$ cat src/rtl/serial_pattern_finder.sv
module serial_pattern_finder #(
  parameter int STABLE_CYCLES = 65536
) (
  input  logic       clk,
  input  logic       rst,
  input  logic       bit_in,
  input  logic       step_btn,
  output logic [5:0] stage_led,
  output logic       found
);

  localparam int CW = $clog2(STABLE_CYCLES + 1);
  localparam logic [CW-1:0] CNT_LAST = CW'(STABLE_CYCLES - 1);

  typedef enum logic [2:0] {
    ST_IDLE = 3'd0,
    ST_P1   = 3'd1,
    ST_P10  = 3'd2,
    ST_P100 = 3'd3,
    ST_P1001 = 3'd4,
    ST_FULL = 3'd5
  } stage_t;

  logic          btn_m, btn_s, btn_level;
  logic [CW-1:0] dwell;
  logic          step_pulse;
  stage_t        stage, stage_nx;

  always_ff @(posedge clk) begin
    if (rst) begin
      btn_m      <= 1'b0;
      btn_s      <= 1'b0;
      btn_level  <= 1'b0;
      dwell      <= '0;
      step_pulse <= 1'b0;
    end else begin
      btn_m      <= step_btn;
      btn_s      <= btn_m;
      step_pulse <= 1'b0;
      if (btn_s == btn_level) begin
        dwell <= '0;
      end else if (dwell == CNT_LAST) begin
        dwell      <= '0;
        btn_level  <= btn_s;
        step_pulse <= btn_s;
      end else begin
        dwell <= dwell + 1'b1;
      end
    end
  end

  always_comb begin
    stage_nx = stage;
    unique case (stage)
      ST_IDLE:  stage_nx = bit_in ? ST_P1    : ST_IDLE;
      ST_P1:    stage_nx = bit_in ? ST_P1    : ST_P10;
      ST_P10:   stage_nx = bit_in ? ST_P1    : ST_P100;
      ST_P100:  stage_nx = bit_in ? ST_P1001 : ST_IDLE;
      ST_P1001: stage_nx = bit_in ? ST_P1    : ST_FULL;
      ST_FULL:  stage_nx = ST_IDLE;
      default:  stage_nx = ST_IDLE;
    endcase
  end

  always_ff @(posedge clk) begin
    if (rst)             stage <= ST_IDLE;
    else if (step_pulse) stage <= stage_nx;
  end

  assign stage_led = 6'b000001 << stage;
  assign found     = (stage == ST_FULL);

endmodule

$ cat config.mk
export PLATFORM = sky130hd
export DESIGN_NAME = serial_pattern_finder
export DESIGN_NICKNAME = d
export VERILOG_FILES = /design/src/rtl/serial_pattern_finder.sv
export SDC_FILE = /design/constraint.sdc
export NUM_CORES = 1
export LEC_CHECK = 0
export ABC_AREA = 0
export BUFFER_PORTS_ARGS = -buffer_cell sky130_fd_sc_hd__buf_2
export CAP_MARGIN = 20
export CORE_MARGIN = 5
export CORE_UTILIZATION = 45
export CTS_CLUSTER_SIZE = 16
export DETAILED_ROUTE_END_ITERATION = 10
export HOLD_SLACK_MARGIN = 0.06
export PLACE_DENSITY_LB_ADDON = 0.1
export SLEW_MARGIN = 20
export SYNTH_ARGS = -nofsm -noshare
export SYNTH_HDL_FRONTEND = slang
export SYNTH_SLANG_ARGS = --single-unit
$ cat constraint.sdc
create_clock -name clk -period 5.7 [get_ports clk]
set_clock_uncertainty 0.1 [all_clocks]
set_input_delay 1.14 -clock clk [delete_from_list [all_inputs] [get_ports clk]]
set_output_delay 1.14 -clock clk [all_outputs]
set_load 0.05 [all_outputs]
==> results of run 1 <==
==> per-stage QoR <==
stage / setup slack [ns] / std cells
2_1_floorplan: 2.69 / 127
3_3_place_gp: 3.14 / 159
3_5_place_dp: 3.04 / 159
4_1_cts: 3.09 / 163
5_1_grt: 2.86 / 163
6_report: 3.11 / 163
==> critical path: stages (launching register included) <==
cell	delay (ns)
dfxtp_1	0.54
nor3b_1	0.22
buf_2	0.29
==> Yosys cell counts (2+ instances only) <==
| cell type | count | area share |
|---|---|---|
| nand4_1 | 2 | 0.011 |
| inv_1 | 6 | 0.020 |
| nor3b_1 | 4 | 0.026 |
| nand4_2 | 2 | 0.022 |
| ha_1 | 2 | 0.022 |
| clkbuf_1 | 6 | 0.020 |
| and3b_1 | 2 | 0.015 |
| nor2b_1 | 2 | 0.011 |
| or4_1 | 4 | 0.026 |
| or3_1 | 2 | 0.011 |
| nor3_1 | 2 | 0.0087 |
| xor2_1 | 2 | 0.015 |
| mux2i_1 | 6 | 0.052 |
| nand3b_1 | 4 | 0.026 |
| nor2_1 | 9 | 0.029 |
| xnor2_1 | 2 | 0.015 |
| dfxtp_1 | 24 | 0.42 |
| nor4_1 | 5 | 0.027 |
| o21ai_0 | 3 | 0.013 |
| nand2_1 | 4 | 0.013 |
| o31ai_1 | 6 | 0.039 |
| nand3_1 | 10 | 0.043 |
| a21oi_1 | 7 | 0.030 |
==> per-layer routing <==
metal | routed length (um) | global-route usage
met1 | 1030 | 0.174
met2 | 854 | 0.180
met3 | 77 | 0.0255
met4 | 31 | 0.0557
met5 | 0 | 0
==> sequential cells by signal (all words and copies together), names as in the netlist <==
signal,count
btn_m,1
step_pulse,1
btn_s,1
dwell,17
stage,3
btn_level,1
==> cell families (layout without fill, tap and decap cells) <==
logic type	after synthesis	after routing	share of synthesized area
compound gates	19	19	0.106
mux	6	6	0.0520
fa+ha+maj	2	2	0.0217
xor+xnor	4	4	0.0303
buf+inv	14	20	0.0498
simple gates	58	58	0.324
flops	24	24	0.416
==> cell type report <==
| class | instances | area [um2] | share of cell area |
|---|---|---|---|
| Inverter | 6 | 22.5 | 0.0181 |
| Tap cell | 30 | 37.5 | 0.0302 |
| Sequential cell | 24 | 480 | 0.386 |
| Timing Repair Buffer | 10 | 50.0 | 0.0402 |
| Multi-Input combinational cell | 89 | 617 | 0.496 |
| Clock buffer | 4 | 36.3 | 0.0292 |
==> worst min-delay path by stage <==
stage / end / slack, ns
2_1_floorplan: btn_s / 0.31
3_3_place_gp: btn_s / 0.33
3_5_place_dp: btn_s / 0.33
4_1_cts: btn_s / 0.36
5_1_grt: btn_s / 0.38
6_report: btn_s / 0.36
==> power breakdown <==
part	total (mW)	internal (mW)	switching (mW)	leakage, nW
registers	0.169	0.169	0.000555	0.194
logic	0.00651	0.00211	0.00440	0.192
clock network	0.0878	0.0390	0.0487	0.0210
==> flow_summary.yaml, run 1 <==
setup_path:
  cp-endpoint: "stage_led[2]"
  cp-start-kind: "flip-flop"
  reg2reg_slack_ns: 3.14
  crit_type: "flip-flop to output port"
  arrival_ns: 1.35
  r2r_end: "dwell[2]"
  cp-startpoint: "stage[1]"
  reg2regPathDepth: 8
  required_ns: 4.46
  crit_fanout: 12
  r2r_start: "dwell[0]"
  endpoint_kind: "output port"
routing:
  wirelength_um: 2000
  dr.pass1.iters: 4
  viasPerCell: 5.66
  drc_errors: 0
  avgRoutedWirePerCell_um: 12.3
  vias: 922
  dr.first_iter.drc_count: 21
  final_antenna_net_count: 0
power:
  ir_drop_mv: 0.147
  powerDensity_mw_per_mm2: 212
  p_leak_nw: 0.407
  design_power_total_mw: 0.263
clock_network:
  cts_max_level: 1
  cts_hold_buf: 0
  root_buffer: "clkbuf_4"
  cts_buffers: 3
  clk_latency_ns: 0.31
  clock-sinks: 24
  clkTransAtPathRegs_ns: 0.12
  clock_path_buffers: 2
  cts_tree: "yes"
  post_cts_buffers: 0
  cts_resized: 0
global_routing:
  grt_first_pass_wirelength_um: 3440
  grt_pass1_vias: 790
  antenna_found_initial: 0
  gr-total-overflow: 0
  grt_usage: 0.123
  grt_max_degree: 16
finish:
  utilization: 0.502
  synthToLayoutAreaGrowth_pct: 7.69
  final_common_cell: "dfxtp_1"
  num_antenna_cells: 0
  design_area_mm2: 0.00124
  drive_above_1_share: 0.143
  fin_nets: 140
  fillCellCount: 242
  layout_common_cells: "dfxtp_1, nand3_1, buf_2, nor2_1, a21oi_1"
synth:
  synth-edff-count: 0
  ys_seq_area_frac: 0.416
  async_flop_share: 0
  avgSynthCellArea_um2: 9.09
  ys.warnings.count: 0
  synth-main-ff-cell: "dfxtp_1"
  syn_inst: 127
  ys_seq_elements: 24
  ys_types: 34
  syn_area_mm2: 0.00115
  synth_fp_nets: 133
min_path:
  min_from: "btn_m"
  hold_path.class: "flip-flop to flip-flop"
  min_delay_path_depth: 1
sta:
  drv_slew: 0
  min_period_ns: 2.59
  setup_viol: 0
  max_freq_ghz: 0.386
  whs_ns: 0.358
  setup_tns_ns: 0
  hold_viol_final: 0
  rsz0062_at_grt: "no"
  worst_slew_pin_slew_ns: 0.761
  period_share: 0.454
  relSlewSlack: 0.491
die:
  die_h_um: 60.7
  start_util: 0.466
  fp-row-count: 18
  coreArea_mm2: 0.00248
  die_w_um: 60.7
  die_area_mm2: 0.00368
  pin_count: 11
placement:
  gp_congestion: 0.793
  hpwl_um: 1460
  numPortBuffers: 10
  place_area_mm2: 0.00121
flow_run:
  drv_cap: 0
outcome:
  status: "complete, no violations"
No activity file was read; power rests on OpenSTA's default activity.
==> run 2: changes to the inputs <==
Clock period 5.7 ns to 2.6 ns, I/O delays scaled along.
==> run 2 against run 1 <==
Against the previous run: non-clock buffer count increased by 3; combinational power increased to 2.5 times the previous value; worst setup slack got worse by 2.9 ns; largest cell class unchanged; highest routed layer unchanged.
==> flow_summary.yaml, run 2 (synthesized netlist as in run 1, its figures left out) <==
outcome:
  status: "complete, no violations"
finish:
  final_common_cell: "dfxtp_1"
  drive_above_1_share: 0.162
  layout_common_cells: "dfxtp_1, nand3_1, buf_2, nor2_1, a21oi_1"
  fin_nets: 143
  reg_top3: "dwell x17, stage x3"
  largest_reg_flops: 17
  num_antenna_cells: 0
  regMostFlops: "dwell"
  synthToLayoutAreaGrowth_pct: 9.64
  final_cells: 166
global_routing:
  gr-total-overflow: 0
  grt_first_pass_wirelength_um: 3510
  grt_usage: 0.124
  grt_pass1_vias: 804
  grt_max_degree: 15
  antenna_found_initial: 0
setup_path:
  arrival_ns: 2.47
  reg2reg_slack_ns: 0.22
  r2r_start: "dwell[0]"
  required_ns: 2.69
  crit_fanout: 11
  cp-start-kind: "flip-flop"
  reg2regPathDepth: 8
  cp-startpoint: "dwell[0]"
  endpoint_kind: "flip-flop"
  r2r_end: "dwell[4]"
  cp-endpoint: "dwell[4]"
  crit_type: "flip-flop to flip-flop"
clock_network:
  cts_buffers: 3
  clkTransAtPathRegs_ns: 0.13
  clk_latency_ns: 0.30
  cts_hold_buf: 0
  clock-sinks: 24
  cts_tree: "yes"
  cts_resized: 0
  post_cts_buffers: 0
  cts_max_level: 1
  root_buffer: "clkbuf_4"
  clock_path_buffers: 2
power:
  powerDensity_mw_per_mm2: 455
  p_leak_nw: 0.421
  ir_drop_mv: 0.302
routing:
  final_antenna_net_count: 0
  drc_errors: 0
  viasPerCell: 5.60
  wirelength_um: 1990
  dr.first_iter.drc_count: 27
  vias: 929
  avgRoutedWirePerCell_um: 12.0
  dr.pass1.iters: 4
die:
  fp-row-count: 18
  die_area_mm2: 0.00368
  die_w_um: 60.7
  die_h_um: 60.7
  start_util: 0.466
  coreArea_mm2: 0.00248
  pin_count: 11
sta:
  worst_slew_pin_slew_ns: 0.374
  min_period_ns: 2.38
  hold_viol_final: 0
  rsz0062_at_grt: "no"
  setup_tns_ns: 0
  max_freq_ghz: 0.421
  period_share: 0.914
  setup_viol: 0
  drv_slew: 0
  relSlewSlack: 0.748
placement:
  hpwl_um: 1490
  placedCellCount: 162
  gp_congestion: 0.753
  numPortBuffers: 10
min_path:
  hold_path.class: "input port to flip-flop"
  min_from: "step_btn"
flow_run:
  drv_cap: 0
[run 2: changes by cell type in the layout (fill, tap and decap cells not counted), sizes merged]
cell,delta
buf,+3
[run 2: stage by stage]
| step | setup slack (ns) | hold WS (ns) | util | total power [mW] | area (um2) |
|---|---|---|---|---|---|
| after CTS | 0.197 | 0.313 | 0.511 | 0.587 | 1270 |
| after global placement | 0.310 | 0.318 | 0.496 | 0.395 | 1230 |
| after global routing | 0.0455 | 0.328 | 0.511 | 0.610 | 1270 |
| after floorplan | 0.209 | 0.314 | - | 0.388 | 1150 |
| final | 0.223 | 0.322 | 0.511 | 0.577 | 1270 |
| after detailed placement | 0.220 | 0.330 | 0.496 | 0.396 | 1230 |
[run 2: worst max-delay path: stages, from the launching register on]
cell     delay (ns)
dfxtp_1        0.41
ha_1           0.25
nand3_4        0.14
or4_4          0.51
nor3_2         0.18
ha_1           0.22
nor2_1         0.08
nand2_1        0.30
nor2_1         0.09
[run 2: metal layers]
layer  vias up  GRT usage  wire, um
li1        488          -         -
met1       427      0.167      1010
met2        12      0.198       876
met3         2     0.0191        79
met4         0     0.0464        17
met5         -          0         0
[run 2: report_power, final]
part / internal [mW] / leakage, nW / switching [mW]
combinational: 0.00635 / 0.206 / 0.0101
sequential: 0.370 / 0.194 / 0.00111
clock: 0.0853 / 0.0210 / 0.104
[run 2: layout make-up]
type	instances	area, um2
clock buffer	4	36.3
fill	249	1210
inverter	6	22.5
multi-input combinational	89	617
sequential	24	480
tap	30	37.5
timing repair buffer	13	72.6
[run 2: worst min-delay path by stage]
stage               endpoint  slack, ns  depth (start not counted)
global route           btn_m       0.33                          2
finish                 btn_m       0.32                          2
detailed placement     btn_s       0.33                          1
global placement       btn_s       0.32                          1
CTS                    btn_m       0.31                          2
floorplan              btn_s       0.31                          1
==> run 3: changes to the inputs <==
Settings changed: CORE_UTILIZATION 45 to 46.
Clock period 2.6 ns to 2 ns, I/O delays scaled along.
==> run 3 against run 2 <==
Against the previous run: core utilization rose by 8.4 points; global-route usage rose by 3.0 points; via count rose by 5.6%; critical path depth rose by 1; clock power rose by 35%; largest power group unchanged; critical endpoint is now dwell[14]; cell area rose by 14%; largest cell class unchanged; sequential cell count did not move; routed wire length rose by 18%.
==> flow_summary.yaml, run 3 (synthesized netlist as in run 1, its figures left out) <==
placement:
  numPortBuffers: 10
  place_area_mm2: 0.00139
  hpwl_um: 1740
  placedCellCount: 174
  dp_slack_ns: -0.0431
  gp_congestion: 0.736
setup_path:
  endpoint_kind: "flip-flop"
  crit_fanout: 11
  cp_num_cells: 9
  r2r_end: "dwell[14]"
  crit_top_cell: "ha_4"
  crit_family: "simple AND/OR/NAND/NOR gates"
  cp_slowest_cell: "or4_4"
  cp_cell_sequence: "ha_4 > nand3_4 > or4_4 > nor3_4 > ha_4 > nor2_4 > buf_12 > nand3_1 > mux2i_1"
  required_ns: 2.10
  cpPeakStageDelay_ns: 0.49
  critPathBufInv: 1
  r2r_start: "dwell[1]"
  reg2regPathDepth: 9
  arrival_ns: 2.07
  reg2reg_slack_ns: 0.03
  crit_type: "flip-flop to flip-flop"
  cp-start-kind: "flip-flop"
sta:
  rsz0062_at_grt: "yes"
  whs_ns: 0.202
  worst_slew_pin_slew_ns: 0.384
  setup_tns_ns: 0
  setup_viol: 0
  hold_viol_final: 0
  max_freq_ghz: 0.507
  period_share: 0.985
  relSlewSlack: 0.744
  layout_setup_ws_ns: 0.0291
  min_period_ns: 1.97
  drv_slew: 0
die:
  pin_count: 11
  die_area_mm2: 0.00361
  die_w_um: 60.1
  die_h_um: 60.1
  fp-row-count: 18
  start_util: 0.475
  coreArea_mm2: 0.00243
global_routing:
  grt_pass1_vias: 939
  grt_first_pass_wirelength_um: 4150
  grt_usage: 0.154
  antenna_found_initial: 0
  gr-total-overflow: 0
  grt_max_degree: 15
clock_network:
  clkTransAtPathRegs_ns: 0.13
  post_cts_buffers: 0
  cts_tree: "yes"
  root_buffer: "clkbuf_4"
  cts_max_level: 1
  clock-sinks: 24
  clock_path_buffers: 2
  cts_buffers: 3
  clk_latency_ns: 0.32
routing:
  viasPerCell: 5.51
  vias: 981
  drc_errors: 0
  avgRoutedWirePerCell_um: 13.2
  wirelength_um: 2340
  final_antenna_net_count: 0
  dr.pass1.iters: 3
  dr.first_iter.drc_count: 23
finish:
  regArea_um2: 483
  multi_input_area_um2: 679
  layout_common_cells: "dfxtp_1, buf_4, buf_2, nand3_1, nor2_1"
  regMostFlops: "dwell"
  drive_above_1_share: 0.304
  utilization: 0.595
  final_cells: 178
  largest_reg_flops: 17
  reg_top3: "dwell x17, stage x3"
  final_common_cell: "dfxtp_1"
  design_area_mm2: 0.00145
  fin_nets: 155
  synthToLayoutAreaGrowth_pct: 25.2
  fillCellCount: 239
  num_antenna_cells: 0
min_path:
  hold_path.class: "input port to flip-flop"
  min_delay_path_depth: 2
  hold_end: "btn_m"
  min_from: "step_btn"
power:
  ir_drop_mv: 0.373
  p_leak_nw: 0.511
  design_power_total_mw: 0.768
  powerDensity_mw_per_mm2: 531
flow_run:
  drv_cap: 0
outcome:
  status: "complete, no violations"
## run 3: cell types whose count changed in the layout (fill, tap and decap cells not counted), sizes merged
cell  previous run  this run
buf             13        25
## run 3: worst max path at each step
stage                  start            to  slack [ns]
CTS                 dwell[1]     dwell[14]       -0.05
detailed placement  dwell[1]      dwell[2]       -0.04
global placement    dwell[1]      dwell[0]       0.003
global route        dwell[1]     dwell[14]       -0.07
finish              dwell[1]     dwell[14]        0.03
floorplan           stage[1]  stage_led[2]       -0.27
## run 3: final cells by class
cell class | count | area share
multi-input cells | 89 | 0.470
flip-flops and latches | 24 | 0.334
repair buffers | 25 | 0.130
well taps | 30 | 0.0260
clock buffers | 4 | 0.0251
inverters | 6 | 0.0156
## run 3: report_power, final
group          leakage (nW)  internal, mW  total (mW)  switching [mW]
registers             0.195         0.481       0.482         0.00137
clock network        0.0210         0.111       0.255           0.144
logic                 0.295        0.0141      0.0305          0.0164
total                 0.511         0.606       0.768           0.162
## run 3: per-layer routing
metal | vias to the layer above | GRT usage | wire (um)
met2 | 11 | 0.255 | 1070
met4 | 0 | 0.0665 | 41
li1 | 507 | - | -
met3 | 5 | 0.0346 | 84
met5 | - | 0 | 0
met1 | 458 | 0.189 | 1140
## run 3: repair_timing
item,in CTS,in global routing
cloned,0,0
hold buffers,0,0
resized for setup,2,0
pin swaps,2,1
endpoints found under the setup margin,17,18
